### src/rtl/mdio_pkg.sv
package mdio_pkg;
  localparam int PREAMBLE_BITS = 32;
  localparam int FRAME_BITS    = 32;
  localparam int TOTAL_BITS    = PREAMBLE_BITS + FRAME_BITS;
  localparam int IDX_W         = $clog2(TOTAL_BITS);
  localparam int POS_W         = $clog2(FRAME_BITS);
  localparam int DATA_BITS     = 16;
  // frame field positions the serializer depends on
  localparam int OP_HI         = 29;
  localparam int OP_LO         = 28;
  localparam logic [1:0] OP_READ = 2'b10;
  // index of the second turnaround bit (frame bit 16) and of the first data bit
  localparam int RELEASE_IDX   = TOTAL_BITS - 1 - DATA_BITS;
  localparam int DATA_IDX      = TOTAL_BITS - DATA_BITS;

  typedef struct packed {
    logic             active;  // frame in progress
    logic             load;    // frame register accepts software word
    logic             rise;    // management clock rising edge this cycle
    logic             fall;    // management clock falling edge this cycle
    logic             finish;  // last falling edge of the frame
    logic [IDX_W-1:0] bitIdx;  // current bit slot, 0 = first preamble bit
  } mdioCtlT;
endpackage

### src/rtl/mdio_ctrl.sv
module mdio_ctrl
  import mdio_pkg::*;
#(
  parameter int DIV_W = 6
) (
  input  logic             clk,
  input  logic             rstN,
  input  logic             frameWrEn,
  input  logic [DIV_W-1:0] speedDiv,
  output logic             mdc,
  output mdioCtlT          ctl
);
  logic             busy;
  logic [DIV_W-1:0] divCnt;
  logic             mdcQ;
  logic [IDX_W-1:0] bitIdx;
  logic             accept, start, tick, lastBit;

  assign accept  = frameWrEn && !busy;
  assign start   = accept && (speedDiv != '0);
  assign tick    = busy && (speedDiv != '0) && (divCnt == speedDiv - DIV_W'(1));
  assign lastBit = (bitIdx == IDX_W'(TOTAL_BITS - 1));

  always_ff @(posedge clk or negedge rstN) begin
    if (!rstN) begin
      busy   <= 1'b0;
      divCnt <= '0;
      mdcQ   <= 1'b0;
      bitIdx <= '0;
    end else if (start) begin
      busy   <= 1'b1;
      divCnt <= '0;
      mdcQ   <= 1'b0;
      bitIdx <= '0;
    end else if (busy) begin
      if (tick) begin
        divCnt <= '0;
        mdcQ   <= ~mdcQ;
        if (mdcQ) begin
          if (lastBit) busy <= 1'b0;
          else         bitIdx <= bitIdx + IDX_W'(1);
        end
      end else if (speedDiv != '0) begin
        divCnt <= divCnt + DIV_W'(1);
      end
    end
  end

  assign mdc        = mdcQ;
  assign ctl.active = busy;
  assign ctl.load   = accept;
  assign ctl.rise   = tick && !mdcQ;
  assign ctl.fall   = tick && mdcQ;
  assign ctl.finish = tick && mdcQ && lastBit;
  assign ctl.bitIdx = bitIdx;

  AST_MDC_IDLE_LOW: assert property (@(posedge clk) disable iff (!rstN)
    !busy |-> !mdcQ);

  AST_NO_START_DIV0: assert property (@(posedge clk) disable iff (!rstN)
    (speedDiv == '0) && !busy |=> !busy);
endmodule

### src/rtl/mdio_dp.sv
module mdio_dp
  import mdio_pkg::*;
(
  input  logic        clk,
  input  logic        rstN,
  input  mdioCtlT     ctl,
  input  logic [31:0] frameWrData,
  input  logic        mdioIn,
  input  logic        evtClr,
  input  logic        evtMask,
  output logic [31:0] frameRd,
  output logic        mdioOut,
  output logic        mdioOe,
  output logic        evtFlag,
  output logic        irq
);
  logic [FRAME_BITS-1:0] frameQ;
  logic [DATA_BITS-1:0]  rxShift;
  logic                  flagQ;
  logic                  isRead, inPreamble, released, frameBit;
  logic [POS_W-1:0]      bitPos;

  assign isRead     = (frameQ[OP_HI:OP_LO] == OP_READ);
  assign inPreamble = (ctl.bitIdx < IDX_W'(PREAMBLE_BITS));
  assign bitPos     = POS_W'(IDX_W'(TOTAL_BITS - 1) - ctl.bitIdx);
  assign frameBit   = inPreamble ? 1'b1 : frameQ[bitPos];
  assign released   = isRead && (ctl.bitIdx >= IDX_W'(RELEASE_IDX));

  assign mdioOe  = ctl.active && !released;
  assign mdioOut = mdioOe && frameBit;

  always_ff @(posedge clk or negedge rstN) begin
    if (!rstN) begin
      rxShift <= '0;
    end else if (ctl.rise && (ctl.bitIdx >= IDX_W'(DATA_IDX))) begin
      rxShift <= {rxShift[DATA_BITS-2:0], mdioIn};
    end
  end

  always_ff @(posedge clk or negedge rstN) begin
    if (!rstN) begin
      frameQ <= '0;
    end else if (ctl.load) begin
      frameQ <= frameWrData;
    end else if (ctl.finish && isRead) begin
      frameQ[DATA_BITS-1:0] <= rxShift;
    end
  end

  // completion has priority over a simultaneous clear
  always_ff @(posedge clk or negedge rstN) begin
    if (!rstN)          flagQ <= 1'b0;
    else if (ctl.finish) flagQ <= 1'b1;
    else if (evtClr)    flagQ <= 1'b0;
  end

  assign frameRd = frameQ;
  assign evtFlag = flagQ;
  assign irq     = flagQ && evtMask;

  AST_FLAG_STICKY: assert property (@(posedge clk) disable iff (!rstN)
    flagQ && !evtClr |=> flagQ);

  AST_SET_WINS: assert property (@(posedge clk) disable iff (!rstN)
    ctl.finish |=> flagQ);

  AST_READ_RELEASE: assert property (@(posedge clk) disable iff (!rstN)
    ctl.active && isRead && (ctl.bitIdx >= IDX_W'(DATA_IDX)) |-> !mdioOe);

  AST_HEADER_STABLE: assert property (@(posedge clk) disable iff (!rstN)
    ctl.active |=> $stable(frameQ[FRAME_BITS-1:DATA_BITS]));
endmodule

### src/rtl/mdio_frame_master.sv
module mdio_frame_master
  import mdio_pkg::*;
#(
  parameter int DIV_W = 6
) (
  input  logic             clk,
  input  logic             rstN,
  input  logic             frameWrEn,
  input  logic [31:0]      frameWrData,
  output logic [31:0]      frameRd,
  input  logic [DIV_W-1:0] speedDiv,
  input  logic             evtClr,
  input  logic             evtMask,
  output logic             evtFlag,
  output logic             irq,
  output logic             mdc,
  input  logic             mdioIn,
  output logic             mdioOut,
  output logic             mdioOe
);
  mdioCtlT ctl;

  mdio_ctrl #(.DIV_W(DIV_W)) u_ctrl (
    .clk       (clk),
    .rstN      (rstN),
    .frameWrEn (frameWrEn),
    .speedDiv  (speedDiv),
    .mdc       (mdc),
    .ctl       (ctl)
  );

  mdio_dp u_dp (
    .clk         (clk),
    .rstN        (rstN),
    .ctl         (ctl),
    .frameWrData (frameWrData),
    .mdioIn      (mdioIn),
    .evtClr      (evtClr),
    .evtMask     (evtMask),
    .frameRd     (frameRd),
    .mdioOut     (mdioOut),
    .mdioOe      (mdioOe),
    .evtFlag     (evtFlag),
    .irq         (irq)
  );
endmodule

### config.mk
export PLATFORM = sky130hd
export DESIGN_NAME = mdio_frame_master
export DESIGN_NICKNAME = d
export VERILOG_FILES = /design/src/rtl/mdio_pkg.sv /design/src/rtl/mdio_ctrl.sv /design/src/rtl/mdio_dp.sv /design/src/rtl/mdio_frame_master.sv
export SDC_FILE = /design/constraint.sdc
export NUM_CORES = 1
export LEC_CHECK = 0
export ABC_AREA = 1
export CAP_MARGIN = 10
export CORE_UTILIZATION = 40
export DETAILED_ROUTE_END_ITERATION = 8
export PLACE_DENSITY = 0.77
export SETUP_SLACK_MARGIN = 0.3
export SLEW_MARGIN = 20
export SYNTH_ARGS = -nofsm -noshare
export SYNTH_HDL_FRONTEND = slang
export SYNTH_SLANG_ARGS = --single-unit
### constraint.sdc
create_clock -name clk -period 1.9 [get_ports clk]
set_input_delay 0.38 -clock clk [delete_from_list [all_inputs] [get_ports clk]]
set_output_delay 0.38 -clock clk [all_outputs]
set_load 0.02 [all_outputs]
==> qor.txt, run 1 <==
RUN STATUS
-------------------------------------------------------------------------------------
Result of the run ...................................................... complete, but fails checks
Violations in the final reports ........................................ setup timing

POWER
-------------------------------------------------------------------------------------
Internal power .........................................................    0.00342 W
Share of total power in combinational logic ............................        45.7%
Share of total power consumed by net switching .........................        37.9%
Leakage ................................................................      2.86 nW
Power after layout .....................................................    0.00551 W
Net switching power ....................................................    0.00209 W
Share of power burned in registers .....................................        32.4%
Part of the total power dissipated in the clock network ................        21.8%
Cell area power density ................................................  934 nW/um^2
Worst vdd ir ...........................................................       400 uV

GLOBAL ROUTING
-------------------------------------------------------------------------------------
Global-route total usage across every layer ............................        25.0%
Initial antenna violation count ........................................            0
Overall overflow remaining after global route ..........................            0
Vias in the first global route .........................................        3,697
Wire length of the first global-routing pass ...........................      16.9 mm
Maximum number of pins on one net before global-route repair ...........           64

TIMING
-------------------------------------------------------------------------------------
Unrepaired setup endpoints after global routing ........................         true
Max transition margin ..................................................        70.9%
Final Hold Fails .......................................................            0
Final clock period utilization by the worst path .......................         125%
Worst-case setup margin in the final layout ............................    -0.474 ns
# setup viols final ....................................................           20
Max-slew violation count ...............................................            0
F_max ..................................................................      421 MHz
Min Tclk post-route ....................................................      2.37 ns
Worst Tran Pin Value ...................................................     0.437 ns
Setup TNS ..............................................................     -2.11 ns
Hold Slack .............................................................    0.0274 ns
Fin Clk Skew ...........................................................    0.0149 ns

SETUP PATH
-------------------------------------------------------------------------------------
Required arrival time at the worst endpoint ............................      1.52 ns
CP Launch Type .........................................................         flop
Crit-path max FO .......................................................            8
Critical Setup Path Class .............................................. flop to output port
R2R Setup Slk ..........................................................     -0.13 ns
Beginning of the worst register-to-register path ....................... u_ctrl.bitIdx[0]$_DFFE_PN0P_
Capture instance of the worst register-to-register path ................ u_dp.frameRd[3]$_DFFE_PN0P_
Number of cell instances on the worst register-to-register path ........           12
CP endpoint kind .......................................................  output port
Worst Path Arrival .....................................................      1.99 ns

DIE
-------------------------------------------------------------------------------------
Core area ..............................................................    8220 um^2
Overall die area .......................................................    8880 um^2
Starting utilization of the core area ..................................        41.4%
Row Count ..............................................................           33
Die boundary height ....................................................      94.2 um
Die Span X .............................................................      94.2 um
I/O pin count ..........................................................           81

YOSYS
-------------------------------------------------------------------------------------
Synthesis warning total ................................................            0
Cell accounting for the most synthesized area .......................... sky130_fd_sc_hd__dfrtp_1
Mapped cell area .......................................................    3400 um^2
Distinct cell type count after synthesis ...............................           26
Count of mapped cells out of synthesis .................................          463
Average instance area after synthesis ..................................    7.35 um^2
Flop and latch count out of synthesis ..................................           63
Share of the yosys chip area belonging to registers ....................        46.3%
Top cells by area in the synthesized netlist ........................... sky130_fd_sc_hd__dfrtp_1, sky130_fd_sc_hd__nand2_1, sky130_fd_sc_hd__o21ai_0
Share of the synthesized area in the top cell type .....................        46.3%
Number of nets in the synthesized netlist ..............................          511

CTS
-------------------------------------------------------------------------------------
Insertion delay of the later-clocked pin in the worst-skew pair ........      0.36 ns
Hold_buf cts ...........................................................            0
Buffer type at the clock tree root ..................................... sky130_fd_sc_hd__clkbuf_8
Clk sink count .........................................................           63
H-tree levels ..........................................................            3
TritonCTS buffer count .................................................            9
Clock-pin transition on the worst setup and hold timing paths ..........      0.08 ns
CTS tree ...............................................................          yes
Maximum clock insertion buffer count ...................................            2

DETAILED ROUTING
-------------------------------------------------------------------------------------
Antenna Violating Nets Remaining .......................................            0
Drt pass-1 iters .......................................................            4
Starting DRT DRC Count .................................................          171
Mean number of vias per cell ...........................................         5.22
Final WL ...............................................................      11.5 mm
Remaining DRCs .........................................................            0
Overall via count from detail_route ....................................        3,887
Wire length per cell after detailed routing ............................      15.5 um

FINAL LAYOUT
-------------------------------------------------------------------------------------
Utilization of the core after routing ..................................        71.8%
Filler cells ...........................................................          549
Number of nets in the finished design ..................................          684
Most frequent standard cell in the layout excluding fill and tap cells . sky130_fd_sc_hd__nand2_1
Layout cell share with drive strength beyond 1 .........................        37.3%
Most used cells in the layout excluding fill and tap cells ............. sky130_fd_sc_hd__nand2_1, sky130_fd_sc_hd__buf_4, sky130_fd_sc_hd__dfrtp_1, sky130_fd_sc_hd__inv_1, sky130_fd_sc_hd__clkdlybuf4s50_1
Post-synthesis to final-layout area growth .............................        73.4%
Antenna cell count .....................................................            0

MIN PATH
-------------------------------------------------------------------------------------
Worst min-delay path class ............................................. primary input to asynchronous set/reset pin

PLACEMENT
-------------------------------------------------------------------------------------
Final weighted congestion of routability-driven global placement .......        0.891
Number of port buffers .................................................           80
Setup WS pre-CTS .......................................................    -0.609 ns
DP HPWL ................................................................      6.58 mm

FLOW RUN
-------------------------------------------------------------------------------------
Max Cap Violations .....................................................            0

[per-stage QoR]
| stage | cell area, um^2 | cells |
|---|---|---|
| floorplan | 3480 | 463 |
| global placement | 4870 | 700 |
| detailed placement | 4870 | 700 |
| CTS | 5540 | 731 |
| global route | 5900 | 745 |
| finish | 5900 | 745 |
[critical path: stages (launching register included)]
cell and delay, ns:
sky130_fd_sc_hd__dfrtp_1 0.41, sky130_fd_sc_hd__buf_6 0.14, sky130_fd_sc_hd__buf_8 0.13, sky130_fd_sc_hd__a21oi_1 0.15
sky130_fd_sc_hd__o21ai_1 0.10, sky130_fd_sc_hd__o211ai_1 0.10, sky130_fd_sc_hd__o21ai_1 0.11, sky130_fd_sc_hd__nor2_1 0.19
sky130_fd_sc_hd__nor3_2 0.08, sky130_fd_sc_hd__nor2_4 0.11, sky130_fd_sc_hd__buf_6 0.12
[repair_timing]
| item | 4_1_cts | 5_1_grt |
|---|---|---|
| pin swaps | 50 | 18 |
| resized for setup | 174 | 89 |
| endpoints found under the setup margin | 84 | 65 |
| cloned | 3 | 0 |
| hold endpoints to repair | 0 | 0 |
| buffers inserted | 13 | 14 |
[flip-flops by register name (all words and copies together), names as in the netlist]
register and flops:
u_dp.evtFlag 1, u_ctrl.bitIdx 6, u_ctrl.busy 1, u_dp.rxShift 16
u_dp.frameRd 32, u_ctrl.mdc 1, u_ctrl.divCnt 6
[cell usage after synthesis]
cell type and n:
sky130_fd_sc_hd__nor2_8 1, sky130_fd_sc_hd__o22ai_1 2, sky130_fd_sc_hd__nand4_2 1, sky130_fd_sc_hd__buf_6 1, sky130_fd_sc_hd__nor3_1 5, sky130_fd_sc_hd__nand2_2 3
sky130_fd_sc_hd__inv_1 47, sky130_fd_sc_hd__xnor2_1 3, sky130_fd_sc_hd__nand3_1 28, sky130_fd_sc_hd__o21ai_1 17, sky130_fd_sc_hd__xor2_1 5, sky130_fd_sc_hd__nand2_1 156
sky130_fd_sc_hd__clkbuf_1 11, sky130_fd_sc_hd__ha_1 4, sky130_fd_sc_hd__a21oi_1 8, sky130_fd_sc_hd__nand4_4 1, sky130_fd_sc_hd__o211ai_1 3, sky130_fd_sc_hd__dfrtp_1 63
sky130_fd_sc_hd__nor2_1 37, sky130_fd_sc_hd__nand4_1 6, sky130_fd_sc_hd__nand3_2 2, sky130_fd_sc_hd__nand3b_1 1, sky130_fd_sc_hd__buf_2 6, sky130_fd_sc_hd__nand2_4 1
sky130_fd_sc_hd__inv_2 5, sky130_fd_sc_hd__o21ai_0 46
[per-layer routing]
layer  routed length [um]  GRT usage, %  part of all wire (%)
met5                    0             0                     0
met4                  347          8.85                   3.0
met3                  608          4.77                   5.3
met2                 6240          44.7                    54
met1                 4350          29.5                    38
[area by class of cell]
cell class | instances | area (um^2) | area share (%)
Clock inverter | 3 | 42.5 | 0.721
Timing Repair Buffer | 180 | 1690 | 28.7
Multi-Input combinational cell | 330 | 2080 | 35.2
Clock buffer | 12 | 155 | 2.63
Tap cell | 105 | 131 | 2.23
Inverter | 52 | 220 | 3.73
Sequential cell | 63 | 1580 | 26.8
[power by group through the flow]
| stage | registers, W | logic [W] | clock network (W) |
|---|---|---|---|
| 6_report | 0.00179 | 0.00252 | 0.00120 |
| 5_1_grt | 0.00182 | 0.00271 | 0.00128 |
| 4_1_cts | 0.00177 | 0.00211 | 0.00120 |
| 3_5_place_dp | 0.00178 | 0.00197 | 0 |
| 3_3_place_gp | 0.00177 | 0.00193 | 0 |
| 2_1_floorplan | 0.00196 | 0.000799 | 0 |
[cell families after synthesis]
kind of cell	after synthesis	share of synthesized area, %
AO/OA/AOI/OAI	76	11.5
adder cells (fa/ha/maj)	4	1.47
flip-flops	63	46.3
buffers and inverters	70	8.16
AND/OR/NAND/NOR	242	30.5
XOR/XNOR	8	2.06
[worst max path at each step]
stage                                 startpoint                           end  slack (ns)  cells past startpoint
floorplan                            speedDiv[1]  u_dp.frameRd[10]$_DFFE_PN0P_        0.13                     14
global placement                     speedDiv[1]  u_dp.frameRd[15]$_DFFE_PN0P_       -0.55                     15
detailed placement                   speedDiv[1]  u_dp.frameRd[13]$_DFFE_PN0P_       -0.61                     15
CTS                 u_ctrl.bitIdx[0]$_DFFE_PN0P_                       mdioOut       -0.31                     10
global route        u_ctrl.bitIdx[0]$_DFFE_PN0P_                       mdioOut       -0.58                     10
finish              u_ctrl.bitIdx[0]$_DFFE_PN0P_                       mdioOut       -0.47                     10
Power figures use the tool's default switching activity.
==> run 2: changes to the inputs <==
Settings changed: REMOVE_ABC_BUFFERS set to 1.
==> qor.txt, run 2 (synthesis results as in run 1) <==
RUN STATUS
-------------------------------------------------------------------------------------
Result of the run ...................................................... complete, but fails checks   unchanged
Violations in the final reports ........................................ setup timing   unchanged

DIE
-------------------------------------------------------------------------------------
Row Count ..............................................................           33   unchanged
Overall die area .......................................................    8880 um^2   unchanged
Die boundary height ....................................................      94.2 um   unchanged
I/O pin count ..........................................................           81   unchanged
Die Span X .............................................................      94.2 um   unchanged
Starting utilization of the core area ..................................        41.4%   unchanged
Core area ..............................................................    8220 um^2   unchanged

GLOBAL ROUTING
-------------------------------------------------------------------------------------
Wire length of the first global-routing pass ...........................      18.0 mm   was 16.9 mm
Fraction of met2 tracks used by global routing .........................        47.5%   was 44.7%
Maximum number of pins on one net before global-route repair ...........           64   unchanged
GRT Max-Usage Layer ....................................................         met2   unchanged
Initial antenna violation count ........................................            0   unchanged
Routing usage on met1 ..................................................        31.1%   was 29.5%
Vias in the first global route .........................................        3,854   was 3,697
Overall overflow remaining after global route ..........................            0   unchanged
Met3 Use GR ............................................................        3.96%   was 4.77%
Global-route total usage across every layer ............................        26.8%   was 25.0%

POWER
-------------------------------------------------------------------------------------
Cell area power density ................................................  966 nW/um^2   was 934 nW/um^2
Power after layout .....................................................    0.00568 W   was 0.00551 W
Leakage ................................................................      2.94 nW   was 2.86 nW
Worst vdd ir ...........................................................       517 uV   was 400 uV

SETUP PATH
-------------------------------------------------------------------------------------
CP most frequent cell .................................................. sky130_fd_sc_hd__nand2_1
Critical Setup Path Class .............................................. flop to output port   unchanged
CP Launch Type .........................................................         flop   unchanged
Required arrival time at the worst endpoint ............................      1.52 ns   about the same
R2R Setup Slk ..........................................................     -0.01 ns   was -0.13 ns
Cell chain of the critical path ........................................ inv_4 -> buf_6 -> nor2_2 -> o22ai_1 -> nand2_1 -> nand2_1 -> nand2_1 -> nand3b_1 -> nand2_1 -> nor2_2 -> buf_6   was buf_6 -> buf_8 -> a21oi_1 -> o21ai_1 -> o211ai_1 -> o21ai_1 -> nor2_1 -> nor3_2 -> nor2_4 -> buf_6
CP endpoint kind .......................................................  output port   unchanged
Crit-path max FO .......................................................            6   was 8
Buf+Inv Stages, Crit Path ..............................................            3   unchanged
Largest stage delay on the critical path ...............................      0.47 ns   was 0.41 ns
Worst Path Arrival .....................................................      1.89 ns   was 1.99 ns
Gate family responsible for the most delay along the worst path ........ simple AND/OR/NAND/NOR gates   was compound AO/OA/AOI/OAI gates
Crit path max-delay cell type .......................................... sky130_fd_sc_hd__dfrtp_2   was sky130_fd_sc_hd__dfrtp_1

DETAILED ROUTING
-------------------------------------------------------------------------------------
Wire length per cell after detailed routing ............................      15.5 um   about the same
Drt pass-1 iters .......................................................            4   unchanged
Starting DRT DRC Count .................................................          134   was 171
Antenna Violating Nets Remaining .......................................            0   unchanged
Remaining DRCs .........................................................            0   unchanged
Final WL ...............................................................      11.7 mm   was 11.5 mm
Overall via count from detail_route ....................................        3,876   was 3,887
Mean number of vias per cell ...........................................         5.13   was 5.22

CTS
-------------------------------------------------------------------------------------
TritonCTS buffer count .................................................            9   unchanged
Insertion delay of the later-clocked pin in the worst-skew pair ........      0.35 ns   was 0.36 ns
Clk sink count .........................................................           63   unchanged
Buffer type at the clock tree root ..................................... sky130_fd_sc_hd__clkbuf_8   unchanged
Clock-pin transition on the worst setup and hold timing paths ..........      0.07 ns   was 0.08 ns
Hold_buf cts ...........................................................            0   unchanged
Maximum clock insertion buffer count ...................................            2   unchanged
CTS tree ...............................................................          yes   unchanged
H-tree levels ..........................................................            3   unchanged

FINAL LAYOUT
-------------------------------------------------------------------------------------
Filler cells ...........................................................          576   was 549
Register Area ..........................................................    1580 um^2   about the same
Area used by multi-input combinational logic ...........................    1960 um^2   was 2080 um^2
Post-synthesis to final-layout area growth .............................        72.8%   was 73.4%
Most used cells in the layout excluding fill and tap cells ............. sky130_fd_sc_hd__nand2_1, sky130_fd_sc_hd__buf_4, sky130_fd_sc_hd__dfrtp_1, sky130_fd_sc_hd__inv_1, sky130_fd_sc_hd__clkdlybuf4s50_1   unchanged
Number of nets in the finished design ..................................          693   was 684
Layout cell share with drive strength beyond 1 .........................        36.3%   was 37.3%
Antenna cell count .....................................................            0   unchanged
Final Instance Area ....................................................    5880 um^2   was 5900 um^2
Most frequent standard cell in the layout excluding fill and tap cells . sky130_fd_sc_hd__nand2_1   unchanged
Utilization of the core after routing ..................................        71.6%   was 71.8%
Flip-flop count of the largest register after layout ...................           32   unchanged

TIMING
-------------------------------------------------------------------------------------
# setup viols final ....................................................            3   was 20
Final Hold Fails .......................................................            0   unchanged
Worst-case setup margin in the final layout ............................    -0.366 ns   was -0.474 ns
F_max ..................................................................      441 MHz   was 421 MHz
Fin Clk Skew ...........................................................    0.0114 ns   was 0.0149 ns
Max transition margin ..................................................        70.2%   was 70.9%
Unrepaired setup endpoints after global routing ........................         true   unchanged
Final clock period utilization by the worst path .......................         119%   was 125%
Hold Slack .............................................................    0.0203 ns   was 0.0274 ns
Min Tclk post-route ....................................................      2.27 ns   was 2.37 ns
Max-slew violation count ...............................................            0   unchanged
Worst Tran Pin Value ...................................................     0.446 ns   was 0.437 ns
Setup TNS ..............................................................    -0.685 ns   was -2.11 ns

PLACEMENT
-------------------------------------------------------------------------------------
DP HPWL ................................................................      6.75 mm   was 6.58 mm
Final weighted congestion of routability-driven global placement .......        0.824   was 0.891
Cell area reported after detailed placement ............................    4880 um^2   was 4870 um^2
Number of port buffers .................................................           80   unchanged

MIN PATH
-------------------------------------------------------------------------------------
Worst min-delay path class ............................................. primary input to asynchronous set/reset pin   unchanged

FLOW RUN
-------------------------------------------------------------------------------------
Max Cap Violations .....................................................            0   unchanged

[run 2: final cells by class]
cell class	instances	area share, %
sequential	63	26.9
timing repair buffer	188	30.3
clock buffer	13	2.70
tap	105	2.23
clock inverter	3	1.11
inverter	52	3.45
multi-input combinational	331	33.4
[run 2: repair_timing]
item,in CTS,in global routing
pin swaps,32,22
endpoints found under the setup margin,84,61
setup buffers,19,6
cloned,5,0
resized for setup,169,68
[run 2: final timing paths]
kind | cells past startpoint | endpoint | start
max | 11 | mdioOut | u_ctrl.bitIdx[0]$_DFFE_PN0P_
min | 2 | u_dp.frameRd[27]$_DFFE_PN0P_ | rstN
max reg2reg | 13 | u_dp.frameRd[4]$_DFFE_PN0P_ | u_ctrl.divCnt[3]$_DFFE_PN0P_
min reg2reg | 2 | u_dp.rxShift[0]$_DFFE_PN0P_ | u_dp.rxShift[0]$_DFFE_PN0P_
max in group asynchronous | 2 | u_ctrl.bitIdx[1]$_DFFE_PN0P_ | rstN
min in group clk | 2 | u_dp.rxShift[0]$_DFFE_PN0P_ | u_dp.rxShift[0]$_DFFE_PN0P_
[run 2: where the power goes]
part	internal (W)	total, W	switching, W
combinational	0.00123	0.00254	0.00130
clock	0.000810	0.00134	0.000535
sequential	0.00158	0.00180	0.000217
[run 2: through the flow]
| step | setup slack [ns] | std cells |
|---|---|---|
| after floorplan | -0.495 | 445 |
| after global placement | -0.519 | 709 |
| after detailed placement | -0.571 | 709 |
| after CTS | -0.339 | 749 |
| after global routing | -0.440 | 755 |
| final | -0.366 | 755 |
[run 2: per-layer routing]
metal  wire (um)  up-vias
met2        6050      153
met3         595       42
met1        4580     1835
li1            -     1846
met4         474        0
met5           0        -
==> run 3: changes to the inputs <==
Settings changed: CAP_MARGIN 10 to 20.
==> results of run 3 <==
The final DEF is identical to that of run 2; final timing and power are the same.
